===== src/rtl/cctimer32_pkg.sv =====
package cctimer32_pkg;

    localparam int ADDR_W = 3;

    typedef enum logic [1:0] {
        EDGE_OFF  = 2'd0,
        EDGE_RISE = 2'd1,
        EDGE_FALL = 2'd2,
        EDGE_ANY  = 2'd3
    } edge_sel_e;

    typedef enum logic [ADDR_W-1:0] {
        REG_CTRL  = 3'd0,
        REG_PRESC = 3'd1,
        REG_REF   = 3'd2,
        REG_CAPT  = 3'd3,
        REG_COUNT = 3'd4,
        REG_STAT  = 3'd5
    } reg_addr_e;

    // Packed MSB first: dma_en lands on bit 8, enable on bit 0.
    typedef struct packed {
        logic      dma_en;
        logic      irq_en;
        logic      restart;
        edge_sel_e edge_sel;
        logic      capture;
        logic      div_sel;
        logic      ext_src;
        logic      enable;
    } ctrl_t;

    localparam int CTRL_W = $bits(ctrl_t);

    function automatic logic edge_seen(edge_sel_e sel, logic now, logic prev);
        logic hit;
        unique case (sel)
            EDGE_OFF:  hit = 1'b0;
            EDGE_RISE: hit = now & ~prev;
            EDGE_FALL: hit = ~now & prev;
            EDGE_ANY:  hit = now ^ prev;
        endcase
        return hit;
    endfunction

endpackage


===== src/rtl/cctimer32_sync.sv =====
module cctimer32_sync #(
    parameter int STAGES = 2
) (
    input  logic clk,
    input  logic rst,
    input  logic d,
    output logic q
);
    logic [STAGES-1:0] chain;

    always_ff @(posedge clk) begin
        if (rst) chain <= '0;
        else     chain <= {chain[STAGES-2:0], d};
    end

    assign q = chain[STAGES-1];
endmodule


===== src/rtl/cctimer32_tick.sv =====
module cctimer32_tick #(
    parameter int PRE_W = 8,
    parameter int DIV_W = 4
) (
    input  logic             clk,
    input  logic             rst,
    input  logic             enable,
    input  logic             ext_src,
    input  logic             div_sel,
    input  logic [PRE_W-1:0] presc,
    input  logic             ext_lvl,
    output logic             cnt_tick
);
    logic             ext_prev;
    logic [DIV_W-1:0] div_cnt;
    logic [PRE_W-1:0] pre_cnt;
    logic             sys_tick;
    logic             ext_rise;
    logic             base_tick;
    logic             pre_done;

    always_ff @(posedge clk) begin
        if (rst) ext_prev <= 1'b0;
        else     ext_prev <= ext_lvl;
    end

    always_comb begin
        sys_tick  = div_sel ? (div_cnt == '1) : 1'b1;
        ext_rise  = ext_lvl & ~ext_prev;
        base_tick = enable & (ext_src ? ext_rise : sys_tick);
        pre_done  = (pre_cnt >= presc);
        cnt_tick  = base_tick & pre_done;
    end

    always_ff @(posedge clk) begin
        if (rst || !enable) div_cnt <= '0;
        else                div_cnt <= div_cnt + 1'b1;
    end

    always_ff @(posedge clk) begin
        if (rst || !enable) begin
            pre_cnt <= '0;
        end else if (base_tick) begin
            if (pre_done) pre_cnt <= '0;
            else          pre_cnt <= pre_cnt + 1'b1;
        end
    end
endmodule


===== src/rtl/cctimer32_core.sv =====
module cctimer32_core
    import cctimer32_pkg::*;
#(
    parameter int CNT_W = 32
) (
    input  logic             clk,
    input  logic             rst,
    input  ctrl_t            ctrl,
    input  logic             cnt_tick,
    input  logic [CNT_W-1:0] ref_val,
    input  logic             cap_lvl,
    input  logic             cnt_wr,
    input  logic [CNT_W-1:0] cnt_wdata,
    output logic [CNT_W-1:0] count,
    output logic [CNT_W-1:0] capture,
    output logic             cap_hit,
    output logic             evt
);
    logic cap_prev;
    logic cmp_hit;

    always_ff @(posedge clk) begin
        if (rst) cap_prev <= 1'b0;
        else     cap_prev <= cap_lvl;
    end

    always_comb begin
        cap_hit = ctrl.enable & ctrl.capture &
                  edge_seen(ctrl.edge_sel, cap_lvl, cap_prev);
        cmp_hit = cnt_tick & ~ctrl.capture & (count == ref_val);
        evt     = cap_hit | cmp_hit;
    end

    always_ff @(posedge clk) begin
        if (rst) begin
            count <= '0;
        end else if (cnt_wr) begin
            count <= cnt_wdata;
        end else if (cnt_tick) begin
            if (cmp_hit && ctrl.restart) count <= '0;
            else                         count <= count + 1'b1;
        end
    end

    always_ff @(posedge clk) begin
        if (rst)          capture <= '0;
        else if (cap_hit) capture <= count;
    end
endmodule


===== src/rtl/cctimer32_regs.sv =====
module cctimer32_regs
    import cctimer32_pkg::*;
#(
    parameter int CNT_W = 32,
    parameter int PRE_W = 8
) (
    input  logic              clk,
    input  logic              rst,
    input  logic              wr,
    input  logic [ADDR_W-1:0] addr,
    input  logic [CNT_W-1:0]  wdata,
    input  logic [CNT_W-1:0]  count,
    input  logic [CNT_W-1:0]  capture,
    input  logic              evt,
    input  logic              dma_ack,
    output ctrl_t             ctrl,
    output logic [PRE_W-1:0]  presc,
    output logic [CNT_W-1:0]  ref_val,
    output logic              cnt_wr,
    output logic              flag,
    output logic [CNT_W-1:0]  rdata,
    output logic              irq,
    output logic              dma_req
);
    reg_addr_e sel;
    logic      clr_hit;

    always_comb begin
        sel     = reg_addr_e'(addr);
        cnt_wr  = wr && (sel == REG_COUNT);
        clr_hit = wr && (sel == REG_STAT) && wdata[0];
    end

    always_ff @(posedge clk) begin
        if (rst) begin
            ctrl    <= '0;
            presc   <= '0;
            ref_val <= '0;
        end else if (wr) begin
            case (sel)
                REG_CTRL:  ctrl    <= ctrl_t'(wdata[CTRL_W-1:0]);
                REG_PRESC: presc   <= wdata[PRE_W-1:0];
                REG_REF:   ref_val <= wdata;
                default:   ;
            endcase
        end
    end

    // Event set has priority over software clear.
    always_ff @(posedge clk) begin
        if (rst)          flag <= 1'b0;
        else if (evt)     flag <= 1'b1;
        else if (clr_hit) flag <= 1'b0;
    end

    always_ff @(posedge clk) begin
        if (rst)                      dma_req <= 1'b0;
        else if (evt && ctrl.dma_en)  dma_req <= 1'b1;
        else if (dma_ack)             dma_req <= 1'b0;
    end

    assign irq = flag & ctrl.irq_en;

    always_comb begin
        rdata = '0;
        case (sel)
            REG_CTRL:  rdata = {{(CNT_W-CTRL_W){1'b0}}, ctrl};
            REG_PRESC: rdata = {{(CNT_W-PRE_W){1'b0}}, presc};
            REG_REF:   rdata = ref_val;
            REG_CAPT:  rdata = capture;
            REG_COUNT: rdata = count;
            REG_STAT:  rdata = {{(CNT_W-1){1'b0}}, flag};
            default:   rdata = '0;
        endcase
    end
endmodule


===== src/rtl/cctimer32.sv =====
module cctimer32
    import cctimer32_pkg::*;
#(
    parameter int CNT_W       = 32,
    parameter int PRE_W       = 8,
    parameter int DIV_W       = 4,
    parameter int SYNC_STAGES = 2
) (
    input  logic              clk,
    input  logic              rst,
    input  logic              bus_wr,
    input  logic [ADDR_W-1:0] bus_addr,
    input  logic [CNT_W-1:0]  bus_wdata,
    output logic [CNT_W-1:0]  bus_rdata,
    input  logic              ext_clk,
    input  logic              cap_in,
    output logic              irq,
    output logic              dma_req,
    input  logic              dma_ack
);
    ctrl_t            ctrl_q;
    logic [PRE_W-1:0] presc_q;
    logic [CNT_W-1:0] ref_q;
    logic [CNT_W-1:0] count_q;
    logic [CNT_W-1:0] capt_q;
    logic             cnt_wr;
    logic             cnt_tick;
    logic             cap_hit;
    logic             evt;
    logic             stat_flag;
    logic             ext_lvl;
    logic             cap_lvl;

    cctimer32_sync #(.STAGES(SYNC_STAGES)) u_sync_ext (
        .clk(clk), .rst(rst), .d(ext_clk), .q(ext_lvl)
    );

    cctimer32_sync #(.STAGES(SYNC_STAGES)) u_sync_cap (
        .clk(clk), .rst(rst), .d(cap_in), .q(cap_lvl)
    );

    cctimer32_tick #(.PRE_W(PRE_W), .DIV_W(DIV_W)) u_tick (
        .clk      (clk),
        .rst      (rst),
        .enable   (ctrl_q.enable),
        .ext_src  (ctrl_q.ext_src),
        .div_sel  (ctrl_q.div_sel),
        .presc    (presc_q),
        .ext_lvl  (ext_lvl),
        .cnt_tick (cnt_tick)
    );

    cctimer32_core #(.CNT_W(CNT_W)) u_core (
        .clk       (clk),
        .rst       (rst),
        .ctrl      (ctrl_q),
        .cnt_tick  (cnt_tick),
        .ref_val   (ref_q),
        .cap_lvl   (cap_lvl),
        .cnt_wr    (cnt_wr),
        .cnt_wdata (bus_wdata),
        .count     (count_q),
        .capture   (capt_q),
        .cap_hit   (cap_hit),
        .evt       (evt)
    );

    cctimer32_regs #(.CNT_W(CNT_W), .PRE_W(PRE_W)) u_regs (
        .clk     (clk),
        .rst     (rst),
        .wr      (bus_wr),
        .addr    (bus_addr),
        .wdata   (bus_wdata),
        .count   (count_q),
        .capture (capt_q),
        .evt     (evt),
        .dma_ack (dma_ack),
        .ctrl    (ctrl_q),
        .presc   (presc_q),
        .ref_val (ref_q),
        .cnt_wr  (cnt_wr),
        .flag    (stat_flag),
        .rdata   (bus_rdata),
        .irq     (irq),
        .dma_req (dma_req)
    );
endmodule


===== config.mk =====
export PLATFORM = sky130hd
export DESIGN_NAME = cctimer32
export DESIGN_NICKNAME = d
export VERILOG_FILES = /design/src/rtl/cctimer32_pkg.sv /design/src/rtl/cctimer32_sync.sv /design/src/rtl/cctimer32_tick.sv /design/src/rtl/cctimer32_core.sv /design/src/rtl/cctimer32_regs.sv /design/src/rtl/cctimer32.sv
export SDC_FILE = /design/constraint.sdc
export NUM_CORES = 1
export LEC_CHECK = 0
export ABC_CLOCK_PERIOD_IN_PS = 2100
export BUFFER_PORTS_ARGS = -buffer_cell sky130_fd_sc_hd__buf_2
export CAP_MARGIN = 10
export CORE_MARGIN = 4
export CORE_UTILIZATION = 54
export CTS_BUF_LIST = sky130_fd_sc_hd__clkbuf_8
export CTS_CLUSTER_DIAMETER = 150
export DETAILED_ROUTE_END_ITERATION = 8
export GPL_ROUTABILITY_DRIVEN = 0
export PLACE_DENSITY = 0.75
export SYNTH_ARGS = -nofsm -noshare
export SYNTH_HDL_FRONTEND = slang
export SYNTH_SLANG_ARGS = --single-unit

===== constraint.sdc =====
create_clock -name clk -period 2.1 [get_ports clk]
set_input_delay 0.21 -clock clk [delete_from_list [all_inputs] [get_ports clk]]
set_output_delay 0.21 -clock clk [all_outputs]
set_load 0.1 [all_outputs]

==> results of run 1 <==
[timing repair]
action | 4_1_cts | 5_1_grt
pin swaps | 19 | 23
hold endpoints to repair | 22 | 0
resized for setup | 56 | 41
setup endpoints to repair | 34 | 47
cloned | 4 | 1
setup buffers | 15 | 12
hold buffers | 22 | 0
[final timing paths]
| kind | startpoint | to | slack [ns] | cells past startpoint |
|---|---|---|---|---|
| min reg2reg | u_sync_cap.chain[0]$_SDFF_PP0_ | u_sync_cap.chain[1]$_SDFF_PP0_ | 0.45 | 1 |
| max reg2reg | u_core.count[11]$_SDFFE_PP0P_ | u_core.count[7]$_SDFFE_PP0P_ | -0.35 | 8 |
| max | u_core.count[11]$_SDFFE_PP0P_ | u_core.count[7]$_SDFFE_PP0P_ | -0.35 | 8 |
| min | bus_wdata[15] | u_regs.ref_val[15]$_SDFFE_PP0P_ | 0.01 | 3 |
[power groups by stage]
stage / Clock (mW) / Sequential (mW) / Combinational (mW)
global placement: 0 / 2.66 / 0.671
CTS: 2.02 / 2.60 / 0.752
finish: 2.04 / 2.61 / 0.834
detailed placement: 0 / 2.66 / 0.684
global route: 2.13 / 2.61 / 0.867
floorplan: 0 / 2.66 / 0.390
[sequential cells by signal (all words and copies together) (netlist names), 2 cells and up]
name,flops
u_core.capture,32
u_core.count,32
u_regs.ctrl,9
u_regs.presc,8
u_regs.ref_val,32
u_sync_cap.chain,2
u_sync_ext.chain,2
u_tick.div_cnt,4
u_tick.pre_cnt,8
[worst max-delay path, delay by kind of cell (launching register included)]
family / cells / cell delay, ns
DFF: 1 / 0.34
xor gates and xnor gates: 1 / 0.20
and+or+nand+nor: 4 / 1.13
buffers and inverters: 1 / 0.19
AOI/OAI and AO/OA: 2 / 0.46
[metrics by stage]
| stage | hold WS, ns | total power, mW | util (%) | TNS [ns] | instance area (µm²) |
|---|---|---|---|---|---|
| floorplan | 0.3382 | 3.050 | - | -0.9347 | 7470 |
| global placement | 0.4173 | 3.329 | 73.05 | -10.43 | 9294 |
| detailed placement | 0.4229 | 3.345 | 73.05 | -12.40 | 9294 |
| CTS | 0.005390 | 5.377 | 80.92 | -4.379 | 10290 |
| global route | 0.01803 | 5.608 | 83.24 | -10.09 | 10590 |
| finish | 0.01378 | 5.480 | 83.24 | -8.532 | 10590 |
[layout make-up]
type | count | share of cell area (%)
clock buffers | 20 | 2.599
clock inverters | 12 | 0.8152
inverters | 17 | 0.6025
multi-input cells | 674 | 44.91
flip-flops and latches | 133 | 25.28
well taps | 172 | 2.032
repair buffers | 259 | 23.76
[cell families after synthesis]
| group | synth area share [%] |
|---|---|
| AOI/OAI and AO/OA | 18.01 |
| xor gates and xnor gates | 5.057 |
| adders and majority gates | 2.291 |
| buffers and inverters | 5.463 |
| DFF | 37.50 |
| muxes | 7.612 |
| and+or+nand+nor | 24.07 |
[Yosys cell counts (7+ instances only)]
cell,count
ha_1,13
buf_2,19
a22oi_1,26
xnor2_1,19
xor2_1,22
nor4_1,8
nor3_1,18
inv_1,17
a21oi_1,60
nand4_1,13
o22ai_1,8
nand3_1,15
a311oi_1,18
dfxtp_1,133
a31oi_1,9
buf_1,7
nand2_1,126
o21ai_0,58
nor2b_1,24
clkbuf_1,51
a221oi_1,7
or3_1,11
mux2i_1,54
nor2_1,104
[cells in the final DEF, fill, tap and decap left out, types with 4 or more instances in the layout]
cell	Yosys	final
dfxtp_1	133	121
nor2b_1	24	22
o21ai_4	0	19
xnor2_2	0	8
and3_1	5	4
and2_1	5	5
nand3_1	15	14
o21ai_0	58	19
a221oi_2	0	7
inv_1	17	17
a31oi_1	9	8
a211oi_1	5	5
buf_6	1	7
buf_2	19	40
clkinv_2	0	9
a22oi_1	26	26
xnor2_1	19	11
clkbuf_8	0	20
a311oi_1	18	14
dfxtp_2	0	12
nand2b_1	5	4
buf_4	0	144
xor2_1	22	21
nand4_1	13	13
nor3_1	18	15
dlygate4sd3_1	0	22
o21ai_2	0	9
nor2_1	104	102
or3_1	11	10
nand4b_1	4	4
nor4_1	8	6
a311oi_2	0	4
o22ai_4	0	4
nand2_1	126	126
mux2i_1	54	54
ha_1	13	10
a21oi_1	60	53
a21oi_2	0	6
o21ai_1	1	12
buf_12	0	42
[metal layers]
metal  global-route usage [%]  vias up  wire [µm]
met1                    41.96     3800      10090
met5                        0        -          0
met4                    18.82        0       1820
li1                         -     3559          -
met3                    7.189      189       2856
met2                    53.67      617      12480
==> results.md, run 1 <==
- Largest net degree at the start of global routing: 122
- Initial antenna violation count: 0
- Cells after Synth: 901
- Die area: between 15000 and 20000 µm²
- Multi-input logic area: approximately 4800 µm²
- Post-synthesis cell type count: 54
- # IOs: 75
- Share of Yosys cell area claimed by the top area cell type: between 30% and 40%
- Ranking of synthesized cells by area: dfxtp_1 (37%), mux2i_1 (7.6%), nand2_1 (6.7%)
- FF+latch area: 2678 µm²
- Clock Skews: 0.01261 ns
- Clk root buf: clkbuf_8
- Final non-filler cell total: 1287
- Commonest register cell after synthesis: dfxtp_1
- Mean Syn Cell Area: 7.881 µm²
- Synth Cell Area: a little over 7000 µm²
- Worst-margin pin slew: 0.6311 ns
- Detailed placement HPWL: approximately 15000 µm
- Drt wl/cell: approximately 21 µm
- Sequential share of power: 47.6%
- Ant. Diodes: 0
- Final hold violations: 0
- Crit path max fanout: 5
- Cell row count: around 40
- DRT Pass-1 Iters: 7
- Register area share after synthesis: between 30% and 40%
- Placeable core area: 12720 µm²
- Max Cap Viol: 0
- Clock network power share: a little under two fifths
- Power per standard cell area: 517.5 nW/µm²
- CP Launch Type: flop
- DIE HEIGHT: 122.7 µm
- Global-route wire length before repair: 39510 µm
- PnR worst setup slack: -0.3479 ns
- CP max stage cell: and4bb_4
- Clk buf depth: 2
- Nets: ~1200
- Seq cells post-synth: ~130
- CP Cell Sequence: xor2_2 > nor4_2 > nand4_1 > and4bb_4 > clkbuf_16 > o21ai_1 > a221oi_2 > nor3_2
- VDD IR-drop max: 0.4655 mV
- Drt drc: 0
- Antenna-violating nets left: 0
- Worst Path Required: about 2.4 ns
- Placed cells: 1202
- Via count: 8165
- Clock Latency Late Sink: 0.48 ns
- Die width: 122.7 µm
- Tot GR Track Use: 33.57%
- CP endpoint kind: flop
- Worst rel slew slack: 57.93%
- Status: finished with violations
- Number of flops mapped to enable cells by yosys: 0
- CP peak stage delay: between 0.5 and 0.6 ns
- Combinational Power Share: about 15%
- Filler cell count: between 600 and 700
- Share of layout cells above drive strength 1: ~34%
- Internal power: just under 4 mW
- Num Clock Sinks: around 130
- Synth warn: 0
- Layout area overhead: 49.15%
- IO buf count: 74
- Clock H-tree levels: 4
- Starting Density: a little under three fifths
- Sw power: approximately 1.6 mW
- Final period util: 116.6%
- Worst path arrival time: 2.79 ns
- Ys async rst share: 0%
- Violated checks: setup timing
- CTS tree: done
- Fin. max-slew vios: 0
- Total grt overflow: 0
- Num CTS Buffers: 17
- Achievable clock frequency: roughly 0.41 GHz
- Unrepaired setup endpoints after global routing: true
- Sw Ratio: 28.76%
- Fin crit period: 2.448 ns
- DRT Wirelength: roughly 27000 µm
- Setup violations, final: 35
- LEAKAGE: roughly 4.0 nW
- Worst hold path type: primary input to flop
- Clock transition at path regs: 0.08 ns
- Setup WS pre-CTS: -0.5322 ns
- WS Path Type: flop to flop
- Cell taking the most area after synthesis: dfxtp_1
- Syn Nets: 955
- Drt first-iter violations: 1262
- Vias in the first global route: 7718
- Number of vias per cell: 6.344
Power figures use the tool's default switching activity.
==> run 2: changes to the inputs <==
--- a/config.mk
+++ b/config.mk
@@ -5,6 +5,7 @@
 export SDC_FILE = /design/constraint.sdc
 export NUM_CORES = 1
 export LEC_CHECK = 0
+export ABC_AREA = 1
 export ABC_CLOCK_PERIOD_IN_PS = 2100
 export BUFFER_PORTS_ARGS = -buffer_cell sky130_fd_sc_hd__buf_2
 export CAP_MARGIN = 10
==> results.md, run 2 <==
- CP max stage cell: dfxtp_1
- CP Cell Sequence: inv_1 > o22ai_1 > a221oi_1 > o211ai_1 > buf_12
- CP Launch Type: flop
- Worst path depth: 5 (-3)
- CP endpoint kind: output pin
- Share of Yosys cell area claimed by the top area cell type: 34.97% (-2.5 points)
- DIE HEIGHT: 126.8 µm (+3.3%)
- Num Clock Sinks: 133 (unchanged)
- Worst r2r src: u_core.count[2]$_SDFFE_PP0P_
- Crit path max fanout: 3 (-2)
- Total design power: 5.232 mW (-4.5%)
- Cell taking the most area after synthesis: dfxtp_1
- Cell row count: 43 (+4.9%)
- WS Path Type: flop to output pin
- Synth Cell Area: 7615 µm² (+7.2%)
- Post-synthesis cell type count: 38 (-30%)
- Worst rel slew slack: 56.72% (-1.2 points)
- Num CTS Buffers: 17 (unchanged)
- Worst path arrival time: 1.74 ns (-1.05 ns)
- CTS tree: done
- Tot GR Track Use: 27.71% (-5.9 points)
- R2R Setup Slk: 0.15 ns (+0.50 ns)
- Most common cell after layout, fill and taps aside: nand2_1
- Ranking of synthesized cells by area: dfxtp_1 (35%), nand2_1 (15%), inv_1 (9.1%)
- Antenna-violating nets left: 0 (unchanged)
- VDD IR-drop max: 0.5312 mV (+14%)
- Top cells by count, synth: nand2_1 (304), inv_1 (185), dfxtp_1 (133), a21oi_1 (125), o21ai_0 (121)
- Max Cap Viol: 0 (unchanged)
- DRT Pass-1 Iters: 6 (-1)
- Placeable core area: 13830 µm² (+8.7%)
- Final period util: 92.95% (-24 points)
- Commonest register cell after synthesis: dfxtp_1
- Mean Syn Cell Area: 6.356 µm² (-19%)
- Most frequent cells in the layout: nand2_1 (303), inv_1 (188), dfxtp_1 (127)
- Drt drc: 0 (unchanged)
- Number of vias per cell: 5.402 (-15%)
- Drt wl/cell: 15.02 µm (-29%)
- IO buf count: 74 (unchanged)
- Setup WS pre-CTS: 0.1557 ns (+0.6879 ns)
- Clk root buf: clkbuf_8
- DRT Wirelength: 21950 µm (-19%)
- Clock transition at path regs: 0.07 ns (about the same)
- Via count: 7892 (-3.3%)
- Fin crit period: 1.952 ns (-0.4959 ns)
- Die width: 126.8 µm (+3.3%)
- Clk buf depth: 2 (unchanged)
- Ys async rst share: 0% (unchanged)
- Syn Nets: 1252 (+31%)
- Delay-heaviest family, CP: compound AO/OA/AOI/OAI gates
- Detailed placement HPWL: 15650 µm (+2.2%)
- Fin. max-slew vios: 0 (unchanged)
- Clock H-tree levels: 4 (unchanged)
- Final hold violations: 0 (unchanged)
- Layout area overhead: 20.08%
- Worst hold path type: primary input to flop
- Setup violations, final: 0 (-100%)
- Nets: 1324 (+15%)
- Critical path launch point: u_regs.ctrl[0]$_SDFFE_PP0P_
- Vias in the first global route: 7375 (-4.4%)
- Setup bufs post-CTS: 0 (-15)
- Register area share after synthesis: 34.97% (-2.5 points)
- Total grt overflow: 0 (unchanged)
- Starting Density: 55.07% (-0.74 points)
- Filler cell count: 1261 (+87%)
- Seq cells post-synth: 133 (unchanged)
- Synth warn: 0 (unchanged)
- Ant. Diodes: 0 (unchanged)
- Achievable clock frequency: 0.5123 GHz (+25%)
- Worst Reg-to-Reg Cells: 10 (+2)
- Final setup TNS: 0 ns (+8.532 ns)
- CP peak stage delay: 0.32 ns (-0.20 ns)
- # IOs: 75 (unchanged)
- Clock Latency Late Sink: 0.46 ns (-0.02 ns)
- Worst Path Required: 1.89 ns (-0.55 ns)
- LEAKAGE: 3.600 nW (-9.0%)
- Reg-to-reg critical path endpoint: u_core.count[19]$_SDFFE_PP0P_
- Final core occ: 66.13% (-17 points)
- Count leader, synth: nand2_1
- Status: completed
- Number of flops mapped to enable cells by yosys: 0 (unchanged)
- WP buf/inv: 2 (+1)
- Global-route wire length before repair: 36160 µm (-8.5%)
- Largest net degree at the start of global routing: 82 (-33%)
- CP Capture Point: bus_rdata[0]
- Initial antenna violation count: 0 (unchanged)
- Unrepaired setup endpoints after global routing: false
- Clock Skews: 0.009762 ns (-0.002848 ns)
- Cells after Synth: 1198 (+33%)
- Largest registers: u_core.capture: 32 flops, u_core.count: 32 flops, u_regs.ref_val: 32 flops
- Share of layout cells above drive strength 1: 13.58% (-20 points)
- Drt first-iter violations: 755 (-40%)
- PnR worst setup slack: 0.1480 ns (+0.4959 ns)
- Power per standard cell area: 572.2 nW/µm² (+11%)
- Die area: 16070 µm² (+6.8%)
- Worst-margin pin slew: 0.6492 ns (+0.01817 ns)
[run 2: cell types whose count changed after synthesis, sizes merged, moves of 30 or more]
cell	change
a21oi	+68
inv	+173
mux2i	-54
nand2	+183
o21ai	+66
o221ai	+30
[run 2: power by group]
part | internal (mW) | switching, mW | total [mW]
Combinational | 0.216 | 0.443 | 0.658
Clock | 0.985 | 0.971 | 1.96
Sequential | 2.57 | 0.0429 | 2.62
[run 2: final cells by class]
type | instances | area (µm²) | area share (%)
Clock buffer | 20 | 275.3 | 3.010
Clock inverter | 10 | 68.82 | 0.7526
Inverter | 192 | 728.2 | 7.964
Multi-Input combinational cell | 821 | 4056 | 44.36
Sequential cell | 133 | 2670 | 29.20
Tap cell | 180 | 225.2 | 2.463
Timing Repair Buffer | 105 | 1120 | 12.25
[run 2: worst min path at each step]
stage / startpoint / to / depth (start not counted)
6_report: bus_wdata[20] / u_regs.ref_val[20]$_SDFFE_PP0P_ / 3
5_1_grt: bus_wdata[9] / u_regs.ref_val[9]$_SDFFE_PP0P_ / 3
4_1_cts: bus_wdata[20] / u_regs.ref_val[20]$_SDFFE_PP0P_ / 3
3_5_place_dp: u_sync_ext.chain[0]$_SDFF_PP0_ / u_sync_ext.chain[1]$_SDFF_PP0_ / 2
3_3_place_gp: u_sync_ext.chain[0]$_SDFF_PP0_ / u_sync_ext.chain[1]$_SDFF_PP0_ / 2
2_1_floorplan: cap_in / u_sync_cap.chain[0]$_SDFF_PP0_ / 2
[run 2: cell families (layout without fill, tap and decap cells)]
group / count (synthesis) / count (layout) / share of synthesized area (%)
buf+inv: 244 / 327 / 12.54
xor+xnor: 19 / 19 / 2.185
compound gates: 297 / 297 / 21.53
flops: 133 / 133 / 34.97
fa+ha+maj: 13 / 13 / 2.136
simple gates: 492 / 492 / 26.65
[run 2: what timing repair did]
item	in CTS	in global routing
hold buffers	3	0
gates resized for setup	0	17
setup endpoints to repair	0	31
endpoints found under the hold margin	3	0
[run 2: metal layers]
layer  vias up  GRT usage [%]  wire length, µm
li1       3979              -                -
met1      3594          36.24             9603
met2       283          45.89            10270
met3        36          6.905             1737
met4         0          7.129              338
met5         -              0                0
[run 2: stage by stage]
stage          hold WS (ns)  std cells  instance area (µm²)
3_5_place_dp         0.4075       1428                 8747
6_report            0.04578       1461                 9144
5_1_grt             0.05863       1461                 9144
4_1_cts             0.03233       1461                 9121
3_3_place_gp         0.3907       1428                 8747
2_1_floorplan        0.3170       1198                 7672
[run 2: worst min-delay path: stages]
cell	delay, ns
buf_2	0.09
o21ai_0	0.07
a21oi_1	0.10
==> run 3: changes to the inputs <==
--- a/config.mk
+++ b/config.mk
@@ -15,7 +15,8 @@
 export CTS_CLUSTER_DIAMETER = 150
 export DETAILED_ROUTE_END_ITERATION = 8
 export GPL_ROUTABILITY_DRIVEN = 0
-export PLACE_DENSITY = 0.75
+export MAX_ROUTING_LAYER = met4
+export PLACE_DENSITY = 0.87
 export SYNTH_ARGS = -nofsm -noshare
 export SYNTH_HDL_FRONTEND = slang
 export SYNTH_SLANG_ARGS = --single-unit
==> results.md, run 3 (same netlist as run 2, synthesis figures left out) <==
- Global-route wire length before repair: 36690 µm (+1.5%)
- Placeable core area: 13830 µm² (unchanged)
- Clock Skews: 0.01427 ns (+0.004512 ns)
- Final period util: 96.87% (+3.9 points)
- Worst-margin pin slew: 0.4839 ns (-0.1653 ns)
- Share of layout cells above drive strength 1: 14.62% (+1.0 points)
- Fin. max-slew vios: 0 (unchanged)
- Ant. Diodes: 0 (unchanged)
- Drt first-iter violations: 968 (+28%)
- Fin crit period: 2.034 ns (+0.08237 ns)
- Final setup TNS: 0 ns (unchanged)
- CP Launch Type: primary input
- Total design power: 5.815 mW (+11%)
- Initial antenna violation count: 0 (unchanged)
- Die area: 16070 µm² (unchanged)
- Nets: 1334 (+0.76%)
- Worst path arrival time: 1.82 ns (+0.08 ns)
- DRT Pass-1 Iters: 6 (unchanged)
- Final hold violations: 0 (unchanged)
- Num CTS Buffers: 17 (unchanged)
- Clock Latency Late Sink: 0.47 ns (about the same)
- Setup bufs post-CTS: 0 (unchanged)
- Num Clock Sinks: 133 (unchanged)
- Total grt overflow: 0 (unchanged)
- Starting Density: 55.07% (unchanged)
- Drt wl/cell: 15.14 µm (+0.77%)
- Placed cells: 1438 (+0.70%)
- Setup violations, final: 0 (unchanged)
- Worst rel slew slack: 67.70% (+11 points)
- Crit path max fanout: 11 (+8)
- Final instance area: 9289 µm² (+1.6%)
- CP endpoint kind: output pin
- # IOs: 75 (unchanged)
- IO buf count: 74 (unchanged)
- Clock transition at path regs: 0.09 ns (+0.02 ns)
- Cell row count: 43 (unchanged)
- Achievable clock frequency: 0.4916 GHz (-4.0%)
- Clock H-tree levels: 4 (unchanged)
- Clk buf depth: 2 (unchanged)
- Power per standard cell area: 626.0 nW/µm² (+9.4%)
- PnR worst setup slack: 0.06564 ns (-0.08237 ns)
- Die width: 126.8 µm (unchanged)
- Worst hold path type: primary input to flop
- Final non-filler cell total: 1473 (+0.82%)
- WS Path Type: primary input to output pin
- Clk root buf: clkbuf_8
- Setup WS pre-CTS: 0.1285 ns (-0.02723 ns)
- CTS tree: done
- Largest registers: u_core.capture: 32 flops, u_core.count: 32 flops, u_regs.ref_val: 32 flops
- Vias in the first global route: 7755 (+5.2%)
- Most frequent cells in the layout: nand2_1 (303), inv_1 (181), dfxtp_1 (131)
- Antenna-violating nets left: 0 (unchanged)
- Number of vias per cell: 5.621 (+4.1%)
- Worst Path Required: 1.89 ns (about the same)
- Detailed placement HPWL: 16010 µm (+2.2%)
- Final core occ: 67.18% (+1.0 points)
- Max Cap Viol: 0 (unchanged)
- Worst hold slack: 0.02181 ns (-0.02398 ns)
- DRT Wirelength: 22300 µm (+1.6%)
- Most common cell after layout, fill and taps aside: nand2_1
- DIE HEIGHT: 126.8 µm (unchanged)
- Unrepaired setup endpoints after global routing: true
- Tot GR Track Use: 28.71% (+1.0 points)
- LEAKAGE: 3.658 nW (+1.6%)
- Drt drc: 0 (unchanged)
- Via count: 8280 (+4.9%)
- Status: completed
- Layout area overhead: 21.98%
- Largest net degree at the start of global routing: 66 (-20%)
- Area after DPL: 8777 µm² (+0.34%)
- VDD IR-drop max: 0.5266 mV (-0.85%)
==> run 3: cell types whose count changed in the layout (fill, tap and decap cells not counted), sizes merged <==
cell	change
buf	+10
bufinv	+4
clkbuf	-3
clkinv	-1
clkinvlp	+5
inv	-3
==> run 3: final timing paths <==
check | start | to | slack, ns | cells after the start
hold / removal | rst | u_sync_cap.chain[0]$_SDFF_PP0_ | 0.02 | 2
setup reg to reg | u_core.count[1]$_SDFFE_PP0P_ | u_core.count[26]$_SDFFE_PP0P_ | 0.10 | 11
hold reg to reg | u_sync_cap.chain[0]$_SDFF_PP0_ | u_sync_cap.chain[1]$_SDFF_PP0_ | 0.41 | 2
setup / recovery | bus_addr[1] | bus_rdata[24] | 0.07 | 9
==> run 3: timing repair <==
item | 4_1_cts | 5_1_grt
resized for setup | 0 | 20
hold endpoints to repair | 3 | 0
hold buffers | 3 | 0
setup endpoints to repair | 0 | 35
==> run 3: critical path, stage by stage <==
cell and delay (ns):
buf_2 0.15, inv_8 0.04, nor2_4 0.13, nand2_1 0.28, inv_1 0.27, buf_4 0.26, nand2_1 0.10, o221ai_1 0.15
buf_12 0.22
==> run 3: routing by layer <==
layer | up-vias | track usage (%) | wire, µm
met3 | 84 | 6.737 | 1957
met4 | 0 | 12.93 | 803
met2 | 433 | 45.70 | 10400
met5 | - | - | 0
met1 | 3754 | 34.62 | 9131
li1 | 4009 | - | -
==> run 3: cell type report <==
cell class | instances | area (µm²)
Timing Repair Buffer | 115 | 1150
Clock buffer | 17 | 234.0
Sequential cell | 133 | 2665
Fill cell | 1124 | 4538
Inverter | 192 | 728.2
Multi-Input combinational cell | 821 | 4059
Clock inverter | 15 | 227.7
Tap cell | 180 | 225.2
==> run 3: power breakdown <==
group,leakage (nW),internal [mW],total [mW],switching [mW]
registers,1.08,2.57,2.62,0.0446
logic,2.37,0.217,0.667,0.450
clock network,0.215,1.42,2.53,1.11
